File: config.mk
export PLATFORM = sky130hd
export DESIGN_NAME = pulse_counter
export DESIGN_NICKNAME = d
export VERILOG_FILES = /design/src/rtl/pulse_count_pkg.sv /design/src/rtl/pulse_count_ctrl.sv /design/src/rtl/pulse_count_gaps.sv /design/src/rtl/pulse_counter.sv
export SDC_FILE = /design/constraint.sdc
export NUM_CORES = 1
export LEC_CHECK = 0
export BUFFER_PORTS_ARGS = -buffer_cell sky130_fd_sc_hd__buf_4
export CAP_MARGIN = 20
export CORE_AREA = 2 2 39 41
export CTS_BUF_LIST = sky130_fd_sc_hd__clkbuf_16
export CTS_CLUSTER_SIZE = 40
export DETAILED_ROUTE_END_ITERATION = 7
export DIE_AREA = 0 0 41 43
export MAX_ROUTING_LAYER = met4
export SLEW_MARGIN = 20
export SYNTH_ARGS = -nofsm -noshare
export SYNTH_HDL_FRONTEND = slang
export SYNTH_SLANG_ARGS = --single-unit
File: constraint.sdc
create_clock -name clk -period 3 [get_ports clk]
set_clock_uncertainty 0.05 [all_clocks]
set_input_delay 0.15 -clock clk [delete_from_list [all_inputs] [get_ports clk]]
set_output_delay 0.15 -clock clk [all_outputs]
set_load 0.005 [all_outputs]
File: src/rtl/pulse_count_pkg.sv
package pulse_count_pkg;

  // Strobes from the control half to the gap chain.
  typedef struct packed {
    logic accept;  // pulse passed spacing and clear checks
    logic close;   // settling finished: the next gap is bridged now
    logic clear;   // reopen every gap
  } ctrlStrobe_t;

endpackage

File: src/rtl/pulse_count_ctrl.sv
module pulse_count_ctrl
  import pulse_count_pkg::*;
#(
  parameter int MIN_IDLE   = 5,
  parameter int SETTLE_CYC = 5
) (
  input  logic        clk,
  input  logic        rst_n,
  input  logic        pulseIn,
  input  logic        clearIn,
  output ctrlStrobe_t strobes,
  output logic        spacingErr
);

  localparam int GAP_W = $clog2(MIN_IDLE + 2);
  localparam logic [GAP_W-1:0] GAP_FULL = GAP_W'(MIN_IDLE + 1);
  localparam int SET_W = (SETTLE_CYC > 1) ? $clog2(SETTLE_CYC) : 1;
  localparam logic [SET_W-1:0] SET_LOAD = SET_W'(SETTLE_CYC - 1);

  logic [GAP_W-1:0] idleCnt;   // idle cycles since the last accepted pulse, saturating
  logic [SET_W-1:0] settleCnt;
  logic             busy;
  logic             spaced;
  logic             tooSoon;

  assign spaced  = (idleCnt == GAP_FULL);
  assign tooSoon = pulseIn && !clearIn && !spaced;

  assign strobes.accept = pulseIn && !clearIn && spaced;
  assign strobes.close  = busy && (settleCnt == '0) && !clearIn;
  assign strobes.clear  = clearIn;

  // Spacing window; the saturated value after reset lets the first pulse in.
  always_ff @(posedge clk or negedge rst_n) begin
    if (!rst_n) begin
      idleCnt <= GAP_FULL;
    end else if (strobes.accept) begin
      idleCnt <= '0;
    end else if (!spaced) begin
      idleCnt <= idleCnt + GAP_W'(1);
    end
  end

  // One settling timer is enough: legal spacing exceeds the settle time.
  always_ff @(posedge clk or negedge rst_n) begin
    if (!rst_n) begin
      busy      <= 1'b0;
      settleCnt <= '0;
    end else if (clearIn) begin
      busy      <= 1'b0;
      settleCnt <= '0;
    end else if (strobes.accept) begin
      busy      <= 1'b1;
      settleCnt <= SET_LOAD;
    end else if (busy) begin
      if (settleCnt == '0) begin
        busy <= 1'b0;
      end else begin
        settleCnt <= settleCnt - SET_W'(1);
      end
    end
  end

  always_ff @(posedge clk or negedge rst_n) begin
    if (!rst_n) begin
      spacingErr <= 1'b0;
    end else begin
      spacingErr <= tooSoon;
    end
  end

  // two accepted pulses can never be adjacent
  a_r3_no_back_to_back: assert property (@(posedge clk) disable iff (!rst_n)
    strobes.accept |=> !strobes.accept);

  // the flag only follows a real, unclear pulse
  a_r4_err_source: assert property (@(posedge clk) disable iff (!rst_n)
    spacingErr |-> ($past(pulseIn) && !$past(clearIn)));

  // a clear cancels any settling pulse
  a_r5_clear_stops_settle: assert property (@(posedge clk) disable iff (!rst_n)
    clearIn |=> !busy);

  // a pulse together with a clear never raises the flag
  a_r6_no_err_after_clear: assert property (@(posedge clk) disable iff (!rst_n)
    clearIn |=> !spacingErr);

endmodule

File: src/rtl/pulse_count_gaps.sv
module pulse_count_gaps
  import pulse_count_pkg::*;
#(
  parameter int NUM_GAPS = 4
) (
  input  logic        clk,
  input  logic        rst_n,
  input  ctrlStrobe_t strobes,
  output logic        pulseOut
);

  // The last gap never holds state: bridging it is the output pulse itself.
  localparam int STORE_W = NUM_GAPS - 1;

  logic [STORE_W-1:0] gapVec;  // thermometer of bridged gaps
  logic               fire;

  assign fire     = strobes.close && gapVec[STORE_W-1];
  assign pulseOut = fire;

  for (genvar i = 0; i < STORE_W; i++) begin : g_gap
    logic prevBridged;
    if (i == 0) begin : g_first
      assign prevBridged = 1'b1;
    end else begin : g_next
      assign prevBridged = gapVec[i-1];
    end

    always_ff @(posedge clk or negedge rst_n) begin
      if (!rst_n) begin
        gapVec[i] <= 1'b0;
      end else if (strobes.clear || fire) begin
        gapVec[i] <= 1'b0;
      end else if (strobes.close && prevBridged) begin
        gapVec[i] <= 1'b1;
      end
    end
  end

  // the output is a single-cycle pulse
  a_r1_single_out: assert property (@(posedge clk) disable iff (!rst_n)
    pulseOut |=> !pulseOut);

  // firing reopens all gaps
  a_r2_self_reset: assert property (@(posedge clk) disable iff (!rst_n)
    pulseOut |=> (gapVec == '0));

  // a clear reopens all gaps
  a_r5_clear_reopens: assert property (@(posedge clk) disable iff (!rst_n)
    strobes.clear |=> (gapVec == '0));

  // gaps are bridged strictly in order
  a_r2_in_order: assert property (@(posedge clk) disable iff (!rst_n)
    ((gapVec & (gapVec + STORE_W'(1))) == '0));

endmodule

File: src/rtl/pulse_counter.sv
module pulse_counter
  import pulse_count_pkg::*;
#(
  parameter int PULSES_PER_OUT = 4,
  parameter int MIN_IDLE       = 5,
  parameter int SETTLE_CYC     = 5
) (
  input  logic clk,
  input  logic rst_n,
  input  logic pulseIn,
  input  logic clearIn,
  output logic pulseOut,
  output logic spacingErr
);

  ctrlStrobe_t strobes;

  pulse_count_ctrl #(
    .MIN_IDLE  (MIN_IDLE),
    .SETTLE_CYC(SETTLE_CYC)
  ) ctrl_i (
    .clk       (clk),
    .rst_n     (rst_n),
    .pulseIn   (pulseIn),
    .clearIn   (clearIn),
    .strobes   (strobes),
    .spacingErr(spacingErr)
  );

  pulse_count_gaps #(
    .NUM_GAPS(PULSES_PER_OUT)
  ) gaps_i (
    .clk     (clk),
    .rst_n   (rst_n),
    .strobes (strobes),
    .pulseOut(pulseOut)
  );

endmodule

Yosys cells after proc, flatten, opt, wreduce, memory -nomap -nowiden --
Index checks and enable logic that the tools add are counted.
Operators by class: equality and inequality tests 3, add/sub/neg operators 2, reductions and logical operators 17, multiplexer cells 16
Operators with widths (count):
- two-way mux 3 bit | 6
- two-way mux 1 bit | 10
- logical AND 1 bit | 8
- nonzero test 2 bit | 3
- adder 3 x 1 -> 3 bit, second input constant | 1
- == test 3 bit, second input constant | 1
- logical NOT 3 bit | 1
- != test 3 x 2 -> 1 bit, second input constant | 1
- nonzero test 3 bit | 1
- subtractor 3 x 1 -> 3 bit, second input constant | 1
- logical NOT 1 bit | 2
- != test 2 x 1 -> 1 bit, second input constant | 1
- AND reduction 2 bit | 1
- logical OR 1 bit | 1
Word-level totals: bits in registers 11, input port bits 4

Depth between registers and ports, before layout --
depth in word-level cells 6, depth in mapped cells 6, gate-level depth less buffers 5

Hierarchy --
From an unflattened synthesis, not the netlist that was laid out.
Unflattened totals: cell total of the unflattened synthesis 57, area total of the unflattened synthesis 564.3 um^2
By module, submodules not included:
- pulse_count_ctrl | seq. area each 202.7 um^2, times used 1, area an instance 442.9 um^2, cells an instance 46
- pulse_count_gaps | seq. area each 75.1 um^2, times used 1, area an instance 121.4 um^2, cells an instance 11

Worst setup path before layout --
OpenSTA, ideal clock, no wires.
kind register to register, start register ctrl_i.settleCnt[0], end register gaps_i.gapVec[1], in the netlist gaps_i.g_gap[2].prevBridged, clock period less this slack 1256 ps, path slack 1744 ps, library setup time 87 ps, path buffers 1, cell stages (with the launch flop) 7, data required time 2863 ps, arrival 1119 ps, path through dfrtp_1 > inv_1 > ha_1 > and3b_1 > buf_6 > a21oi_2 > a211oi_2
Between the ends: word-level cells in the longest chain between the ends 6, elaborated cells between the ends (all ways) 8
Ends and longest elaborated chain:
- start: declaration | RTL line pulse_count_ctrl.sv:21 | logic [SET_W-1:0] settleCnt;
- start signal: assignment | RTL line pulse_count_ctrl.sv:59 | settleCnt <= settleCnt - SET_W'(1);
- logical NOT 3 bit * | RTL line pulse_count_ctrl.sv:30 | assign strobes.close = busy && (settleCnt == '0) && !clearIn;
- logical AND 1 bit * (2 in a row) | RTL line pulse_count_ctrl.sv:30
- logical AND 1 bit | RTL line pulse_count_gaps.sv:18 | assign fire = strobes.close && gapVec[STORE_W-1];
- logical OR 1 bit | RTL line pulse_count_gaps.sv:32 | end else if (strobes.clear || fire) begin
- two-way mux 1 bit / nonzero test 2 bit (equally long branches)
- end signal: indexed assignment | RTL line pulse_count_gaps.sv:31 | gapVec[i] <= 1'b0;
- end signal: indexed assignment | RTL line pulse_count_gaps.sv:33 | gapVec[i] <= 1'b0;
- end signal: indexed assignment | RTL line pulse_count_gaps.sv:35 | gapVec[i] <= 1'b1;
- end: declaration | RTL line pulse_count_gaps.sv:15 | logic [STORE_W-1:0] gapVec;
Mark *: on every way between the ends. The rest lies on a longest branch, timed or not. A chain may end at the register's enable or synchronous reset.

Worst setup path in the final report --
start register ctrl_i.settleCnt[0], end output port pulseOut
Between the ends: word-level cells in the longest chain between the ends 4
Ends and longest elaborated chain:
- logical NOT 3 bit | RTL line pulse_count_ctrl.sv:30
- logical AND 1 bit (2 in a row) | RTL line pulse_count_ctrl.sv:30
- logical AND 1 bit | RTL line pulse_count_gaps.sv:18
- end: declaration | RTL line pulse_counter.sv:12 | output logic pulseOut,
Every way passes these cells.

==> results.md <==
- From left edge to right edge, the die measures 41 um.
- The met2 capacity usage during global routing is 0.1750.
- The total inserted antenna cells is 0.
- For this run, global-route usage on met3 was measured as 0.07853.
- The total via count after detailed routing is 383.
- Yosys instantiated no cell more often than sky130_fd_sc_hd__dfrtp_1.
- The number of design rule violations left after detail routing is 0.
- The global-route usage over all layers is 0.1334.
- At the end of routability-driven placement, the weighted congestion stood at 0.6613.
- The count of cells in the finished layout, fillers not included, comes to 78.
- Setup repair after global routing left no endpoint under its margin.
- For this design the static power due to leakage is 0.3312 nW.
- The routing usage on met1 is 0.1718.
- The number of pins with negative max-slew slack in the final report is 0.
- The worst setup path is launched from a flop.
- The worst hold path was traced through 2 stages.
- Entering global routing, the biggest net connects 12 pins.
- The number of flops mapped to enable cells by yosys is 0.
- The start of the worst register-to-register path is ctrl_i.settleCnt[0].
- The endpoint kind of the worst setup timing path is a primary output.
- From synthesis to final layout, the design area changed by 23.84%.
- After detailed routing, the average wire length per cell comes to 10.87 um.
- The number of synthesized register bits is 11.
- In the final layout, the share of cells above drive strength 1 is 0.2258.
- The critical path contains buffers and inverters numbering 2 combined.
- In this run the critical register-to-register path is captured at gaps_i.g_gap[2].prevBridged.
- Headroom to the max-slew limit came out at 0.8182.
- The number of antenna violations at the first check in global routing was 0.
- Port buffering added 5 buffers.
- The H-tree depth is 1.
- After synthesis the cells add up to 566.8 um^2.
- The maximum ir drop on the vdd rail is 0.0005798 V.
- sky130_fd_sc_hd__dfrtp_1 takes more of the synthesized area than any other cell.
- Setup violations remaining at the end of the flow were counted as 0.
- The root buffer cell is sky130_fd_sc_hd__clkbuf_16.
- The half-perimeter wire length of the detailed placement result is 611.9 um.
- The number of design-rule violations left by the first detailed-router iteration is 7.
- In this design, the largest share of critical-path delay is due to simple AND/OR/NAND/NOR gates.
- The die covers 1763 um^2.
- The signal on the critical path passes through inv_1, ha_1, and3b_1, nand2_1, nor2_1, buf_4.
- The final worst-path cycle share is 0.5709.
- The final routed wirelength across all metal layers is 848 um.
- Clock-pin slew was measured on the worst setup and hold paths at 0.04 ns.
- The busiest layer in global routing is met2.
- The via count of the first global-routing pass is 363.
- In the synthesized netlist, the number of instances is 53.
- The insertion delay of the later-clocked pin in the worst-skew pair is 0.24 ns.
- The required time at the endpoint of the critical path is 2.80 ns.
- The clock net sink count is 11.
- The number of I/O pins is 6.
- The standard-cell row count is 14.
- The area of placed instances is 613.1 um^2.
- Yosys printed 0 warnings.
- Sorting the synthesized cells by area gives the leading types as sky130_fd_sc_hd__dfrtp_1, sky130_fd_sc_hd__dfstp_2, sky130_fd_sc_hd__ha_1, sky130_fd_sc_hd__a21oi_1, sky130_fd_sc_hd__mux2i_1.
- The effective utilization at floorplan is 0.4096.
- Counting cells, the worst reg-to-reg path comes to 5.
- The post-synthesis average cell area is 10.69 um^2.
- The most used flip-flop cell after synthesis is sky130_fd_sc_hd__dfrtp_1.
- No sink is reached through more buffers than the 2 on the longest clock path.
- The minimum setup slack among reg-to-reg paths is 1.60 ns.
- In this design, the stage delay of the slowest critical-path cell is 0.35 ns.
- The iteration count of the initial detailed-routing pass is 4.
- The slowest stage of the critical path belongs to the cell sky130_fd_sc_hd__dfrtp_1.
- The sequential cell area fraction in the yosys report is 0.4901.
- The share of the synthesized area in the top cell type is 0.3974.
- The routed design could run at a clock period as short as 1.713 ns.
- The overall overflow remaining after global route is 0.
- The flow ran to the end, and the final reports show no timing, DRC or antenna violations.
- The number of distinct library cell variants in the gate-level netlist after synthesis is 17.
- The net count of the mapped netlist is 61.
- In this run the worst hold path is classified as input port to flop.
- TritonCTS created 3 clock buffers.
- Max-cap violations in this run came to 0.
- The endpoint with the worst hold slack is gaps_i.g_gap[2].prevBridged.
- The number of placed instances, taps included, is 73.
- The peak clock frequency supported by timing is 583.9 MHz.
- The average vias per placed instance is 4.910.
- The aggregate negative setup slack is 0 ns.
- The worst setup path is of the flop to primary output kind.
- The finished cells cover 701.9 um^2.
- The startpoint identified for the worst hold timing path is clearIn.
- In the synthesized netlist the async set-or-reset flop fraction comes to 1.000.
- The total power divided by cell area is 810.3 nW/um^2.
- At the pin with the least slew margin, the transition time is 0.2727 ns.
- The number of hold-slack violations in the final timing report was 0.
- After layout, the design draws a total of 0.5688 mW.
- TritonCTS built the clock tree.
- After floorplanning, the core was sized to cover 1384 um^2.
- By count the netlist is led by sky130_fd_sc_hd__dfrtp_1, sky130_fd_sc_hd__a21oi_1, sky130_fd_sc_hd__nand2_1.
- STA puts the critical path data arrival time at 1.51 ns.
- The first global-routing pass estimated 1483 um of wire.
- In this run the remaining antenna-violating nets after routing total 0.
- For this run, the post-layout net count is 71.
- The floorplan step set the die height to 43 um.
- In this run the worst path has a maximum fanout of 7.
- Once the clock tree was built, the setup fixing pass inserted 0 buffers.
how the worst max path moves through the flow:
stage | from | endpoint | slack, ns | depth (start not counted)
final | ctrl_i.settleCnt[0] | pulseOut | 1.29 | 6
after global routing | ctrl_i.settleCnt[0] | pulseOut | 1.16 | 6
after CTS | ctrl_i.settleCnt[0] | pulseOut | 1.27 | 6
after detailed placement | ctrl_i.settleCnt[0] | pulseOut | 1.52 | 6
after global placement | ctrl_i.settleCnt[0] | pulseOut | 1.54 | 6
after floorplan | ctrl_i.settleCnt[0] | gaps_i.g_gap[2].prevBridged | 1.74 | 6
layout make-up:
cell class / instances / area, um^2
clock buffers: 3 / 75.07
clock inverters: 1 / 3.754
fillers: 128 / 681.9
inverters: 4 / 15.01
multi-input cells: 37 / 262.8
flip-flops and latches: 11 / 277.8
well taps: 16 / 20.02
repair buffers: 6 / 47.55
metrics by stage:
stage | hold slack [ns] | setup WS [ns] | utilization
CTS | 0.08100 | 1.268 | 0.5072
global route | 0.08932 | 1.163 | 0.5072
detailed placement | -0.05630 | 1.517 | 0.4430
finish | 0.08086 | 1.287 | 0.5072
global placement | -0.05814 | 1.538 | 0.4430
floorplan | -0.1956 | 1.744 | -
cells by family (layout without fill, tap and decap cells):
logic type	after synthesis	in the layout	synth area share
AO/OA/AOI/OAI	13	13	0.1612
flip-flops	11	11	0.4901
multiplexers	4	4	0.07064
buffers and inverters	5	14	0.04635
AND/OR/NAND/NOR	16	16	0.1435
adder cells (fa/ha/maj)	4	4	0.08830
state kept, by name, summed over array words and instances, names as in the netlist:
signal / cells
ctrl_i.settleCnt: 3
ctrl_i.busy: 1
ctrl_i.idleCnt: 3
gaps_i.gapVec: 1
ctrl_i.spacingErr: 1
gaps_i.g_gap.prevBridged: 2
report_power, final:
part	leakage, nW	internal, mW	switching [mW]
combinational	0.146	0.0538	0.0581
clock	0.0423	0.175	0.0635
sequential	0.143	0.191	0.0279
repair_timing:
action | in CTS | in global routing
gates resized for setup | 0 | 0
hold endpoints to repair | 11 | 0
hold buffers | 1 | 0
placed cells by master, fill, tap and decap left out, drive strengths merged:
cell / count
a211oi: 2
a21o: 1
a21oi: 9
a311oi: 1
and3b: 1
buf: 5
clkbuf: 3
dfrtp: 9
dfstp: 2
dlygate4sd3: 1
ha: 4
inv: 5
mux2i: 4
nand2: 5
nand2b: 4
nand3: 2
nand3b: 1
nor2: 3
layer usage:
layer / vias up / part of all wire
met3: 2 / 0.052
met2: 5 / 0.46
li1: 200 / -
met5: - / 0
met1: 176 / 0.46
met4: 0 / 0.020
Power figures use the tool's default switching activity.
